## src/rtl/wreg_pkg.sv

```systemverilog
package wreg_pkg;

   // bits needed to index n items, never less than one
   function automatic int unsigned idx_w(input int unsigned n);
      return (n <= 1) ? 1 : $clog2(n);
   endfunction

endpackage

```

## src/rtl/wreg_addr_dec.sv

```systemverilog
module wreg_addr_dec #(
   parameter int unsigned NUM_REGS = 2,
   parameter int unsigned BYTES    = 3,
   parameter int unsigned REG_W    = 1,
   parameter int unsigned LANE_W   = 2
) (
   input  logic [REG_W+LANE_W-1:0]   addr,
   input  logic                      wr,
   input  logic                      rd,
   output logic [NUM_REGS*BYTES-1:0] wr_lane,
   output logic [NUM_REGS*BYTES-1:0] rd_lane,
   output logic                      hit
);

   logic [REG_W-1:0]  reg_idx;
   logic [LANE_W-1:0] lane;

   assign reg_idx = addr[REG_W+LANE_W-1:LANE_W];
   assign lane    = addr[LANE_W-1:0];
   assign hit     = (int'(reg_idx) < int'(NUM_REGS)) && (int'(lane) < int'(BYTES));

   for (genvar r = 0; r < NUM_REGS; r++) begin : g_reg
      for (genvar b = 0; b < BYTES; b++) begin : g_lane
         logic sel;
         assign sel = (reg_idx == REG_W'(r)) && (lane == LANE_W'(b));
         assign wr_lane[r*BYTES+b] = wr & sel;
         assign rd_lane[r*BYTES+b] = rd & sel;
      end
   end

endmodule

```

## src/rtl/wreg_coherent.sv

```systemverilog
module wreg_coherent #(
   parameter int unsigned DATA_W = 8,
   parameter int unsigned BYTES  = 3,
   localparam int unsigned WORD_W = DATA_W * BYTES
) (
   input  logic              clk,
   input  logic              rst_n,
   input  logic [BYTES-1:0]  wr_lane,
   input  logic [BYTES-1:0]  rd_lane,
   input  logic [DATA_W-1:0] wdata,
   input  logic              int_load,
   input  logic [WORD_W-1:0] int_value,
   output logic [WORD_W-1:0] live,
   output logic [DATA_W-1:0] rd_byte
);

   localparam int unsigned UP_W = WORD_W - DATA_W;

   logic [WORD_W-1:0] live_q;
   logic [UP_W-1:0]   hold_q;
   logic [UP_W-1:0]   cap_q;
   logic              commit;

   assign commit = wr_lane[0];
   assign live   = live_q;

   // upper lane holding bytes, filled by host writes to lanes 1..BYTES-1
   always_ff @(posedge clk or negedge rst_n) begin
      if (!rst_n) begin
         hold_q <= '0;
      end else begin
         for (int b = 1; b < int'(BYTES); b++) begin
            if (wr_lane[b]) hold_q[(b-1)*DATA_W +: DATA_W] <= wdata;
         end
      end
   end

   // live word: host commit first, internal load second
   always_ff @(posedge clk or negedge rst_n) begin
      if (!rst_n)        live_q <= '0;
      else if (commit)   live_q <= {hold_q, wdata};
      else if (int_load) live_q <= int_value;
   end

   // snapshot of the upper lanes taken by a low lane read
   always_ff @(posedge clk or negedge rst_n) begin
      if (!rst_n)          cap_q <= '0;
      else if (rd_lane[0]) cap_q <= live_q[WORD_W-1:DATA_W];
   end

   always_comb begin
      rd_byte = '0;
      if (rd_lane[0]) rd_byte = live_q[DATA_W-1:0];
      for (int b = 1; b < int'(BYTES); b++) begin
         if (rd_lane[b]) rd_byte = rd_byte | cap_q[(b-1)*DATA_W +: DATA_W];
      end
   end

   assert_upper_wr_keeps_live_R2: assert property (@(posedge clk) disable iff (!rst_n)
      (!commit && !int_load) |=> $stable(live_q));

   assert_commit_low_byte_R3: assert property (@(posedge clk) disable iff (!rst_n)
      commit |=> live_q[DATA_W-1:0] == $past(wdata));

   assert_host_wins_R4: assert property (@(posedge clk) disable iff (!rst_n)
      (commit && int_load) |=> live_q[WORD_W-1:DATA_W] == $past(hold_q));

   assert_internal_load_R5: assert property (@(posedge clk) disable iff (!rst_n)
      (int_load && !commit) |=> live_q == $past(int_value));

   assert_capture_upper_R6: assert property (@(posedge clk) disable iff (!rst_n)
      rd_lane[0] |=> cap_q == $past(live_q[WORD_W-1:DATA_W]));

   assert_capture_frozen_R7: assert property (@(posedge clk) disable iff (!rst_n)
      !rd_lane[0] |=> $stable(cap_q));

   assert_one_read_lane_R9: assert property (@(posedge clk) disable iff (!rst_n)
      1'b1 |-> $onehot0(rd_lane));

endmodule

```

## src/rtl/wreg_rd_mux.sv

```systemverilog
module wreg_rd_mux #(
   parameter int unsigned NUM_REGS = 2,
   parameter int unsigned DATA_W   = 8
) (
   input  logic                         clk,
   input  logic                         rst_n,
   input  logic                         rd,
   input  logic [NUM_REGS*DATA_W-1:0]   rd_bytes,
   output logic [DATA_W-1:0]            rdata
);

   logic [DATA_W-1:0] merged;
   logic [DATA_W-1:0] rdata_q;

   // unselected registers drive zero, so an OR tree is the mux
   always_comb begin
      merged = '0;
      for (int r = 0; r < int'(NUM_REGS); r++) begin
         merged = merged | rd_bytes[r*DATA_W +: DATA_W];
      end
   end

   always_ff @(posedge clk or negedge rst_n) begin
      if (!rst_n)  rdata_q <= '0;
      else if (rd) rdata_q <= merged;
   end

   assign rdata = rdata_q;

   assert_rdata_held_R11: assert property (@(posedge clk) disable iff (!rst_n)
      !rd |=> $stable(rdata_q));

endmodule

```

## src/rtl/wreg_byte_port.sv

```systemverilog
module wreg_byte_port #(
   parameter int unsigned NUM_REGS = 2,
   parameter int unsigned DATA_W   = 8,
   parameter int unsigned BYTES    = 3,
   localparam int unsigned WORD_W  = DATA_W * BYTES,
   localparam int unsigned REG_W   = wreg_pkg::idx_w(NUM_REGS),
   localparam int unsigned LANE_W  = wreg_pkg::idx_w(BYTES),
   localparam int unsigned ADDR_W  = REG_W + LANE_W
) (
   input  logic                       clk,
   input  logic                       rst_n,
   input  logic                       bus_wr,
   input  logic                       bus_rd,
   input  logic [ADDR_W-1:0]          bus_addr,
   input  logic [DATA_W-1:0]          bus_wdata,
   output logic [DATA_W-1:0]          bus_rdata,
   input  logic [NUM_REGS-1:0]        upd_load,
   input  logic [NUM_REGS*WORD_W-1:0] upd_value,
   output logic [NUM_REGS*WORD_W-1:0] live_word
);

   if (BYTES < 2) begin : g_chk_bytes
      $error("wreg_byte_port: BYTES must be at least 2");
   end
   if (NUM_REGS < 1) begin : g_chk_regs
      $error("wreg_byte_port: NUM_REGS must be at least 1");
   end
   if (DATA_W < 1) begin : g_chk_width
      $error("wreg_byte_port: DATA_W must be at least 1");
   end

   logic [NUM_REGS*BYTES-1:0]  wr_lane;
   logic [NUM_REGS*BYTES-1:0]  rd_lane;
   logic [NUM_REGS*DATA_W-1:0] rd_bytes;
   logic                       hit;

   wreg_addr_dec #(
      .NUM_REGS (NUM_REGS),
      .BYTES    (BYTES),
      .REG_W    (REG_W),
      .LANE_W   (LANE_W)
   ) u_dec (
      .addr    (bus_addr),
      .wr      (bus_wr),
      .rd      (bus_rd),
      .wr_lane (wr_lane),
      .rd_lane (rd_lane),
      .hit     (hit)
   );

   for (genvar r = 0; r < NUM_REGS; r++) begin : g_word
      wreg_coherent #(
         .DATA_W (DATA_W),
         .BYTES  (BYTES)
      ) u_word (
         .clk       (clk),
         .rst_n     (rst_n),
         .wr_lane   (wr_lane[r*BYTES +: BYTES]),
         .rd_lane   (rd_lane[r*BYTES +: BYTES]),
         .wdata     (bus_wdata),
         .int_load  (upd_load[r]),
         .int_value (upd_value[r*WORD_W +: WORD_W]),
         .live      (live_word[r*WORD_W +: WORD_W]),
         .rd_byte   (rd_bytes[r*DATA_W +: DATA_W])
      );
   end

   wreg_rd_mux #(
      .NUM_REGS (NUM_REGS),
      .DATA_W   (DATA_W)
   ) u_mux (
      .clk      (clk),
      .rst_n    (rst_n),
      .rd       (bus_rd),
      .rd_bytes (rd_bytes),
      .rdata    (bus_rdata)
   );

   assert_unmapped_reads_zero_R10: assert property (@(posedge clk) disable iff (!rst_n)
      (bus_rd && !hit) |=> bus_rdata == '0);

   assert_unmapped_write_inert_R10: assert property (@(posedge clk) disable iff (!rst_n)
      (bus_wr && !hit && upd_load == '0) |=> $stable(live_word));

   assert_single_write_lane_R9: assert property (@(posedge clk) disable iff (!rst_n)
      1'b1 |-> $onehot0(wr_lane));

endmodule

```

## config.mk

```make
export PLATFORM = sky130hd
export DESIGN_NAME = wreg_byte_port
export DESIGN_NICKNAME = d
export VERILOG_FILES = /design/src/rtl/wreg_pkg.sv /design/src/rtl/wreg_addr_dec.sv /design/src/rtl/wreg_coherent.sv /design/src/rtl/wreg_rd_mux.sv /design/src/rtl/wreg_byte_port.sv
export SDC_FILE = /design/constraint.sdc
export NUM_CORES = 1
export LEC_CHECK = 0
export ABC_AREA = 0
export BUFFER_PORTS_ARGS = -buffer_cell sky130_fd_sc_hd__buf_4
export CAP_MARGIN = 20
export CORE_ASPECT_RATIO = 0.8
export CORE_MARGIN = 2
export CORE_UTILIZATION = 39
export DETAILED_ROUTE_END_ITERATION = 8
export GPL_TIMING_DRIVEN = 0
export HOLD_SLACK_MARGIN = 0.05
export PLACE_DENSITY_LB_ADDON = 0.25
export SYNTH_ARGS = -nofsm -noshare
export SYNTH_HDL_FRONTEND = slang
export SYNTH_SLANG_ARGS = --single-unit
```

## constraint.sdc

```tcl
create_clock -name clk -period 1.2 [get_ports clk]
set_input_delay 0.12 -clock clk [delete_from_list [all_inputs] [get_ports clk]]
set_output_delay 0.12 -clock clk [all_outputs]
set_load 0.01 [all_outputs]
```

==> results of run 1 <==
repair_timing:
action	CTS	global route
cloned	0	0
pin swaps	2	0
resized for setup	4	3
setup endpoints to repair	2	5
setup buffers	3	0
hold endpoints to repair	165	0
hold buffers	49	0
sequential cells by signal, summed over array words and instances (netlist names):
signal	flops
g_word.u_word.hold_q	32
g_word.u_word.cap_q	32
u_mux.rdata	8
g_word.u_word.live	48
critical path, stage by stage, from the launching register on:
cell     delay (ns)
dfrtp_1        0.40
buf_4          0.14
buf_4          0.13
per-stage QoR:
stage	util	cells	setup TNS [ns]	total power, mW	setup slack [ns]
floorplan	-	434	-0.2631	6.507	-0.02515
global placement	0.4868	729	-39.45	7.515	-0.2687
detailed placement	0.4890	730	-9.703	7.604	-0.2124
CTS	0.5662	812	0	12.33	0.01105
global route	0.5675	812	-0.1239	12.81	-0.03325
finish	0.5677	813	-0.005224	12.26	-0.005224
cell families (layout without fill, tap and decap cells):
| family | Yosys count | count (layout) | share of synthesized area |
|---|---|---|---|
| DFF | 120 | 120 | 0.5435 |
| other | 0 | 1 | 0 |
| and+or+nand+nor | 80 | 80 | 0.08311 |
| AOI/OAI and AO/OA | 77 | 77 | 0.07971 |
| muxes | 127 | 127 | 0.2518 |
| buffers and inverters | 30 | 228 | 0.04189 |
layout by cell type (no fill, tap or decap), types with 3 or more instances in the layout:
| cell | count |
|---|---|
| clkbuf_16 | 17 |
| dlygate4sd3_1 | 49 |
| o21ai_0 | 49 |
| mux2i_1 | 60 |
| nor2_1 | 6 |
| buf_6 | 7 |
| mux2_4 | 22 |
| nand2_1 | 50 |
| a31oi_1 | 6 |
| a21oi_1 | 3 |
| nand3_1 | 3 |
| buf_4 | 122 |
| clkbuf_1 | 9 |
| dfrtp_1 | 120 |
| mux2_2 | 44 |
| clkbuf_8 | 5 |
| buf_2 | 10 |
power breakdown:
part | total, mW | leakage (nW) | switching, mW | internal, mW
Clock | 4.54 | 0.257 | 1.66 | 2.88
Sequential | 5.38 | 1.44 | 0.555 | 4.83
Combinational | 2.34 | 1.89 | 0.953 | 1.38
worst paths after layout:
kind	start	to	depth (start not counted)
max	g_word[1].u_word.live[0]	live_word[24]	2
min in group asynchronous	rst_n	g_word[1].u_word.live[10]	2
min	upd_value[12]	g_word[0].u_word.live[12]	3
min reg2reg	g_word[1].u_word.hold_q[5]	g_word[1].u_word.live[13]	2
max in group asynchronous	rst_n	g_word[0].u_word.live[14]	3
max reg2reg	g_word[1].u_word.live[0]	u_mux.rdata[0]	4
routing by layer:
layer / share of wire / vias up
li1: - / 1925
met1: 0.48 / 2089
met4: 0.0078 / 0
met3: 0.073 / 7
met5: 0 / -
met2: 0.44 / 154
layout make-up:
class | instances | area, um2
inverters | 1 | 3.754
flip-flops and latches | 120 | 3003
multi-input cells | 284 | 2361
clock inverters | 2 | 12.51
repair buffers | 168 | 1408
clock buffers | 28 | 516.7
fillers | 1147 | 5919
diodes | 1 | 2.502
plain buffers | 29 | 241.5
well taps | 180 | 225.2
==> metrics, run 1 <==
most common flop cell mapped by yosys=dfrtp_1; routed len/inst=19.24 um; status=complete, but fails checks; initial antenna violation count=0; Final Wtd Congestion=~0.86; 1st-iter DRT viols=between 200 and 300; Nets=approximately 700; Max Slew Vio Count=0; Hold Violations, Final=0; failing checks=setup timing; Root Driver=clkbuf_16; Final Skew=between 0.01 and 0.015 ns; #FFs+latches synth=120; top-count cell post-synth=dfrtp_1; top post-synthesis cells by count=120 x dfrtp_1, 61 x mux2i_1, 56 x mux2_2, 50 x nand2_1, 49 x o21ai_0; drt total wl=roughly 16,000 um; peak supply drop=1092 uV; largest net degree at the start of global routing=99; most area-consuming cells after synthesis=dfrtp_1 54%, mux2_2 11%, mux2i_1 11%, o21ai_0 4.4%, nand2_1 3.4%; Post-synth EDFFs=0; CP Max Fanout=3; YS warnings=0; Final min period=1.205 ns; Tot GR Track Use=0.2170; vias in the first global route=4,330; Net Count, Synth=499; min setup slack post-route=-0.005224 ns; post-synthesis async set-or-reset flop share=1.000; core area=between 0.01 and 0.015 mm2; Rel. slew slack=0.6817; Congestion Overflow GR=0; CP Capture Type=output pin; CTS tree=done; Setup crit start kind=register; leading area contributor after synthesis=dfrtp_1; fin area=between 0.007 and 0.008 mm2; TritonCTS buffer count=17; port buffer count=115; unrepaired setup endpoints after global routing=yes; first-pass GRT wire length=24,410 um; Max clock buf depth=2; M2 GR Usage=0.3061; syn avg cell area=approximately 13 um2; Antenna Nets Post-Route=0; met1 GRT Util=0.3267; Die Width=about 140 um; Clk pin slew, worst setup/hold paths=around 0.050 ns; max_cap viols=0; Worst Max-Slew Pin Slew=0.4774 ns; starting density of the core=0.4035; # rows=38; drt pass-1 iters=5; clock latency on the worst-skew pair=~0.41 ns; DIE AREA=between 0.015 and 0.02 mm2; DP HPWL=11,110 um; H-tree depth=4; fmax=between 800 and 900 MHz; Num Clock Sinks=120; Yosys cell types=42; Crit Path Category=reg -> out; proportion of layout cells with a drive suffix above 1=0.4019; Die Span Y=around 110 um; WHS=0.04472 ns; Syn Std Cell Area=0.005525 mm2; met3 Resource Use GR=0.05693; # setup viols final=1; Pwr Density=around 1600 mW/mm2; DR vias/cell=5.135; Crit path required time=~1.1 ns; Leakage=~3.6 nW; io pins=121; Seq/Total Area, Yosys=0.5435; Cell Area, Placed=about 0.0067 mm2; Synth Instances=434; Min-Delay Path Class=in -> reg; P&R area growth vs syn=40.69%; DRC Markers=0; grt peak-use layer=met1; routed vias=about 4,200; share of the synthesized area in the top cell type=0.5435; FF-to-FF setup slack=~0.010 ns; fin crit share=1.004; crit path DAT=about 1.1 ns
No activity file was read; power rests on OpenSTA's default activity.
==> inputs of run 2 (changes only) <==
--- a/config.mk
+++ b/config.mk
@@ -15,6 +15,8 @@
 export GPL_TIMING_DRIVEN = 0
 export HOLD_SLACK_MARGIN = 0.05
 export PLACE_DENSITY_LB_ADDON = 0.25
+export RECOVER_POWER = 100
+export SLEW_MARGIN = 25
 export SYNTH_ARGS = -nofsm -noshare
 export SYNTH_HDL_FRONTEND = slang
 export SYNTH_SLANG_ARGS = --single-unit
==> run 2 against run 1 <==
- via count rose by 0.12%
- fmax is 3.7% lower
- the run still ends with setup timing left
- largest power group unchanged
- global-route usage grew 0.15 points
- cell area increased by 0.74%
- routed wire length is 0.72% higher
- die area did not move
- utilization up 0.42 points
- combinational power about the same
- largest cell class unchanged
==> metrics, run 2 (synthesis results as in run 1) <==
io pins=121; initial antenna violation count=0; Pwr Density=1654 mW/mm2; Largest register FFs=48; met3 Resource Use GR=0.04959; vias in the first global route=approximately 4,400; peak supply drop=between 1000 and 1500 uV; clock latency on the worst-skew pair=slightly above 0.4 ns; Crit path required time=roughly 1.5 ns; # rows=38; Min-Delay Path Class=in -> reg; Die Span Y=roughly 110 um; Final Skew=about 0.0047 ns; Int Power=between 9 and 10 mW; DIE AREA=0.01514 mm2; CP Cell Sequence=clkbuf_2 > nor2_2 > nand2_4 > nor2_4 > buf_8 > mux2_4; Max stage delay on crit path=about 0.33 ns; worst slack at placement=-0.2232 ns; setup total negative slack=-0.4860 ns; Seq pwr share=0.416; Final min period=around 1.3 ns; Worst Max-Slew Pin Slew=0.6430 ns; Root Driver=clkbuf_16; Num Clock Sinks=between 100 and 150; Setup crit start kind=input port; fin area=0.007831 mm2; Congestion Overflow GR=0; first-pass GRT wire length=about 25,000 um; P&R area growth vs syn=41.73%; port buffer count=~120; part of the power in combinational logic=0.180; largest net degree at the start of global routing=76; DRC Markers=0; number of cells on the worst reg-to-reg path=4; max_cap viols=0; crit path max-delay cell type=nor2_2; Max Slew Vio Count=0; starting density of the core=0.4035; FF-to-FF setup slack=-0.04 ns; routed vias=between 4,000 and 5,000; met1 GRT Util=0.3254; CTS tree=done; fin crit share=1.043; CP endpoint=g_word[0].u_word.cap_q[4]; ant diodes=0; failing checks=setup timing; status=complete, but fails checks; Leakage=roughly 3.6 nW; launch point of the worst reg-to-reg path=g_word[0].u_word.live[0]; DR vias/cell=between 5 and 6; drt pass-1 iters=4; 1st-iter DRT viols=about 310; hold path depth=3; Crit Path Category=in -> reg; routed len/inst=19.26 um; M2 GR Usage=0.3118; Max clock buf depth=2; Tot GR Track Use=0.2186; grt peak-use layer=met1; # fillers=1,149; TritonCTS buffer count=17; Antenna Nets Post-Route=0; crit path DAT=approximately 1.5 ns; CP Capture Type=register; H-tree depth=4; core area=approximately 0.014 mm2; # setup viols final=13; min setup slack post-route=-0.05157 ns; fmax=around 800 MHz; unrepaired setup endpoints after global routing=yes; P_sw=3.279 mW; Die Width=around 140 um; CP Max Fanout=10; Nets=690; WHS=0.04953 ns; drt total wl=between 15,000 and 20,000 um; Rel. slew slack=0.5713; Final Wtd Congestion=around 0.86; Hold Violations, Final=0; Clock power frac=0.404; commonest non-fill, non-tap cells in the layout=120 x dfrtp_1, 118 x buf_4, 60 x mux2i_1; Power Total=around 13 mW; Reg2Reg Capture Point=u_mux.rdata[0]; worst setup path startpoint=bus_addr[1]; commonest non-fill, non-tap cell in the layout=dfrtp_1; proportion of layout cells with a drive suffix above 1=0.4013; Clk pin slew, worst setup/hold paths=around 0.050 ns; DP HPWL=about 11,000 um; Cell Area, Placed=roughly 0.0067 mm2; Net Sw Frac=0.2531
run 2: cell type report:
cell class,instances,area [um2],share of cell area
sequential,120,3003,0.3834
multi-input combinational,284,2328,0.2973
timing repair buffer,172,1449,0.1850
clock buffer,24,491.7,0.06279
tap,180,225.2,0.02876
buffer,29,212.7,0.02716
clock inverter,8,117.6,0.01502
inverter,1,3.754,0.0004793
run 2: stage by stage:
step | instances | util
3_5_place_dp | 730 | 0.4890
4_1_cts | 818 | 0.5747
3_3_place_gp | 729 | 0.4868
2_1_floorplan | 434 | -
5_1_grt | 818 | 0.5719
6_report | 818 | 0.5719
run 2: worst min-delay path by stage:
| stage | start | endpoint | slack (ns) |
|---|---|---|---|
| detailed placement | rst_n | g_word[1].u_word.live[11] | 0.08 |
| finish | upd_value[32] | g_word[1].u_word.live[8] | 0.05 |
| global placement | upd_value[2] | g_word[0].u_word.live[2] | 0.41 |
| floorplan | rst_n | g_word[0].u_word.cap_q[0] | -0.18 |
| CTS | upd_value[32] | g_word[1].u_word.live[8] | 0.05 |
| global route | upd_value[14] | g_word[0].u_word.live[14] | 0.07 |
run 2: worst max-delay path, delay by kind of cell:
family,cells,cell delay (ns)
muxes,1,0.31
buffers and inverters,2,0.34
and+or+nand+nor,3,0.77
run 2: per-layer routing:
| layer | up-vias | routed length (um) |
|---|---|---|
| met5 | - | 0 |
| met1 | 2058 | 7197 |
| li1 | 1943 | - |
| met3 | 19 | 1351 |
| met4 | 0 | 250 |
| met2 | 160 | 6958 |
run 2: repair_timing:
item,4_1_cts,5_1_grt
setup buffers,3,0
setup endpoints to repair,2,5
resized for setup,3,6
hold endpoints to repair,96,0
pin swaps,3,1
hold buffers,53,0
run 2: power by group through the flow:
stage / combinational (mW) / clock, mW / sequential, mW
2_1_floorplan: 1.17 / 0 / 5.34
3_3_place_gp: 2.11 / 0 / 5.41
3_5_place_dp: 2.17 / 0 / 5.44
4_1_cts: 2.35 / 5.29 / 5.38
5_1_grt: 2.52 / 5.50 / 5.48
6_report: 2.33 / 5.24 / 5.39
==> inputs of run 3 (changes only) <==
--- a/config.mk
+++ b/config.mk
@@ -11,6 +11,7 @@
 export CORE_ASPECT_RATIO = 0.8
 export CORE_MARGIN = 2
 export CORE_UTILIZATION = 39
+export CTS_CLUSTER_DIAMETER = 60
 export DETAILED_ROUTE_END_ITERATION = 8
 export GPL_TIMING_DRIVEN = 0
 export HOLD_SLACK_MARGIN = 0.05
==> constraint.sdc (replaced) <==
create_clock -name clk -period 1.3 [get_ports clk]
set_input_delay 0.13 -clock clk [delete_from_list [all_inputs] [get_ports clk]]
set_output_delay 0.13 -clock clk [all_outputs]
set_load 0.01 [all_outputs]
==> run 3 against run 2 <==
- global-route usage down 0.17 points
- via count about the same
- clock skew up 0.0029 ns
- largest power group unchanged
- die area unchanged
- non-clock buffer count up 5
- setup slack better by 0.074 ns
- the flow now finishes without violations
- clock power down 13%
- sequential share of layout area up 1.3 points
- critical path depth down 2
==> metrics, run 3 (synthesis results as in run 1) <==
status=completed; Die Span Y=roughly 110 um; Rel. slew slack=0.6024; DR vias/cell=around 5.1; 1st-iter DRT viols=approximately 220; crit path DAT=about 1.6 ns; DRC Markers=0; number of cells on the worst reg-to-reg path=4; drt total wl=15,730 um; ant diodes=0; P&R area growth vs syn=37.05%; core area=~0.014 mm2; drt pass-1 iters=4; # rows=38; commonest non-fill, non-tap cell in the layout=dfrtp_1; starting density of the core=0.4035; DP HPWL=around 11,000 um; Nets=~700; Root Driver=clkbuf_16; setup total negative slack=0 ns; routed len/inst=19.11 um; CTS tree=done; port buffer count=between 100 and 150; commonest non-fill, non-tap cells in the layout=120 x dfrtp_1, 67 x buf_4, 61 x clkbuf_1; fin crit share=0.9830; io pins=around 120; Min-Delay Path Class=in -> reg; unrepaired setup endpoints after global routing=no; launch point of the worst reg-to-reg path=g_word[1].u_word.live[6]; FF-to-FF setup slack=roughly 0.022 ns; worst setup path startpoint=g_word[1].u_word.live[6]; clock latency on the worst-skew pair=around 0.41 ns; # fillers=around 1,200; first-pass GRT wire length=roughly 24,000 um; Clk pin slew, worst setup/hold paths=0.05 ns; Final Skew=about 0.0076 ns; Leakage=between 3 and 4 nW; DIE AREA=roughly 0.015 mm2; Die Width=between 100 and 150 um; Crit path required time=1.60 ns; CP Max Fanout=2; Setup crit start kind=register; routed vias=~4,200; Hold Violations, Final=0; Antenna Nets Post-Route=0; Pwr Density=1510 mW/mm2; Congestion Overflow GR=0; # setup viols final=0; placed insts=730; Max clock buf depth=2; Max Slew Vio Count=0; Util after Layout=0.5530; Cell Area, Placed=0.006645 mm2; largest net degree at the start of global routing=slightly below 80; Final Wtd Congestion=between 0.8 and 0.9; WHS=0.04661 ns; CP endpoint=u_mux.rdata[6]; max_cap viols=0; fin area=0.007572 mm2; H-tree depth=4; post-route insts no fill=823; Crit Path Category=reg -> reg; Reg2Reg Capture Point=u_mux.rdata[6]; proportion of layout cells with a drive suffix above 1=0.3079; Tot GR Track Use=0.2168; TritonCTS buffer count=17; initial antenna violation count=0; Final min period=about 1.3 ns; peak supply drop=1058 uV; Num Clock Sinks=120; CP Capture Type=register; vias in the first global route=about 4,400; Largest register FFs=48; Worst Max-Slew Pin Slew=0.5964 ns; fmax=about 800 MHz
-- run 3: where the power goes --
part           leakage (nW)  total [mW]  switching (mW)  internal (mW)
clock                 0.280        4.58            1.62           2.96
sequential             1.44        4.94           0.487           4.45
combinational          1.66        1.92           0.890           1.03
-- run 3: through the flow --
stage	power [mW]	setup slack (ns)
finish	11.43	0.02213
global route	11.92	0.008978
CTS	11.70	0.002787
detailed placement	6.962	-0.1891
global placement	6.870	-0.1786
floorplan	5.948	0.03626
-- run 3: critical path, cell delays in order, from the launching register on --
cell and delay, ns:
dfrtp_1 0.40, mux2_2 0.30, a21oi_4 0.15, o2111ai_2 0.15, o21a_1 0.16
-- run 3: area by class of cell --
type,instances,area (um2),area share
flip-flops and latches,120,3003,0.3966
repair buffers,177,1280,0.1690
inverters,1,3.754,0.0004957
plain buffers,29,209.0,0.02759
well taps,180,225.2,0.02974
clock inverters,8,95.09,0.01256
clock buffers,24,481.7,0.06362
multi-input cells,284,2275,0.3004
-- run 3: worst min-delay path by stage --
| stage | from | endpoint | slack (ns) | cells past startpoint |
|---|---|---|---|---|
| 6_report | bus_wdata[0] | g_word[0].u_word.live[0] | 0.05 | 3 |
| 5_1_grt | upd_value[25] | g_word[1].u_word.live[1] | 0.06 | 3 |
| 4_1_cts | upd_value[33] | g_word[1].u_word.live[9] | 0.06 | 3 |
| 3_5_place_dp | rst_n | g_word[1].u_word.live[11] | 0.08 | 1 |
| 3_3_place_gp | upd_value[20] | g_word[0].u_word.live[20] | 0.41 | 3 |
| 2_1_floorplan | rst_n | g_word[0].u_word.cap_q[0] | -0.17 | 0 |
-- run 3: layer usage --
layer / up-vias / global-route usage / wire, um
met2: 113 / 0.3234 / 7043
met3: 16 / 0.05326 / 943
met5: - / 0 / 0
li1: 1943 / - / -
met4: 0 / 0.05567 / 159
met1: 2110 / 0.3153 / 7578
-- run 3: repair_timing --
item                                    in CTS  in global routing
endpoints found under the setup margin       3                  5
pin swaps                                    0                  5
setup buffers                                0                  7
hold endpoints to repair                    97                  0
resized for setup                            5                  9
hold buffers                                56                  0
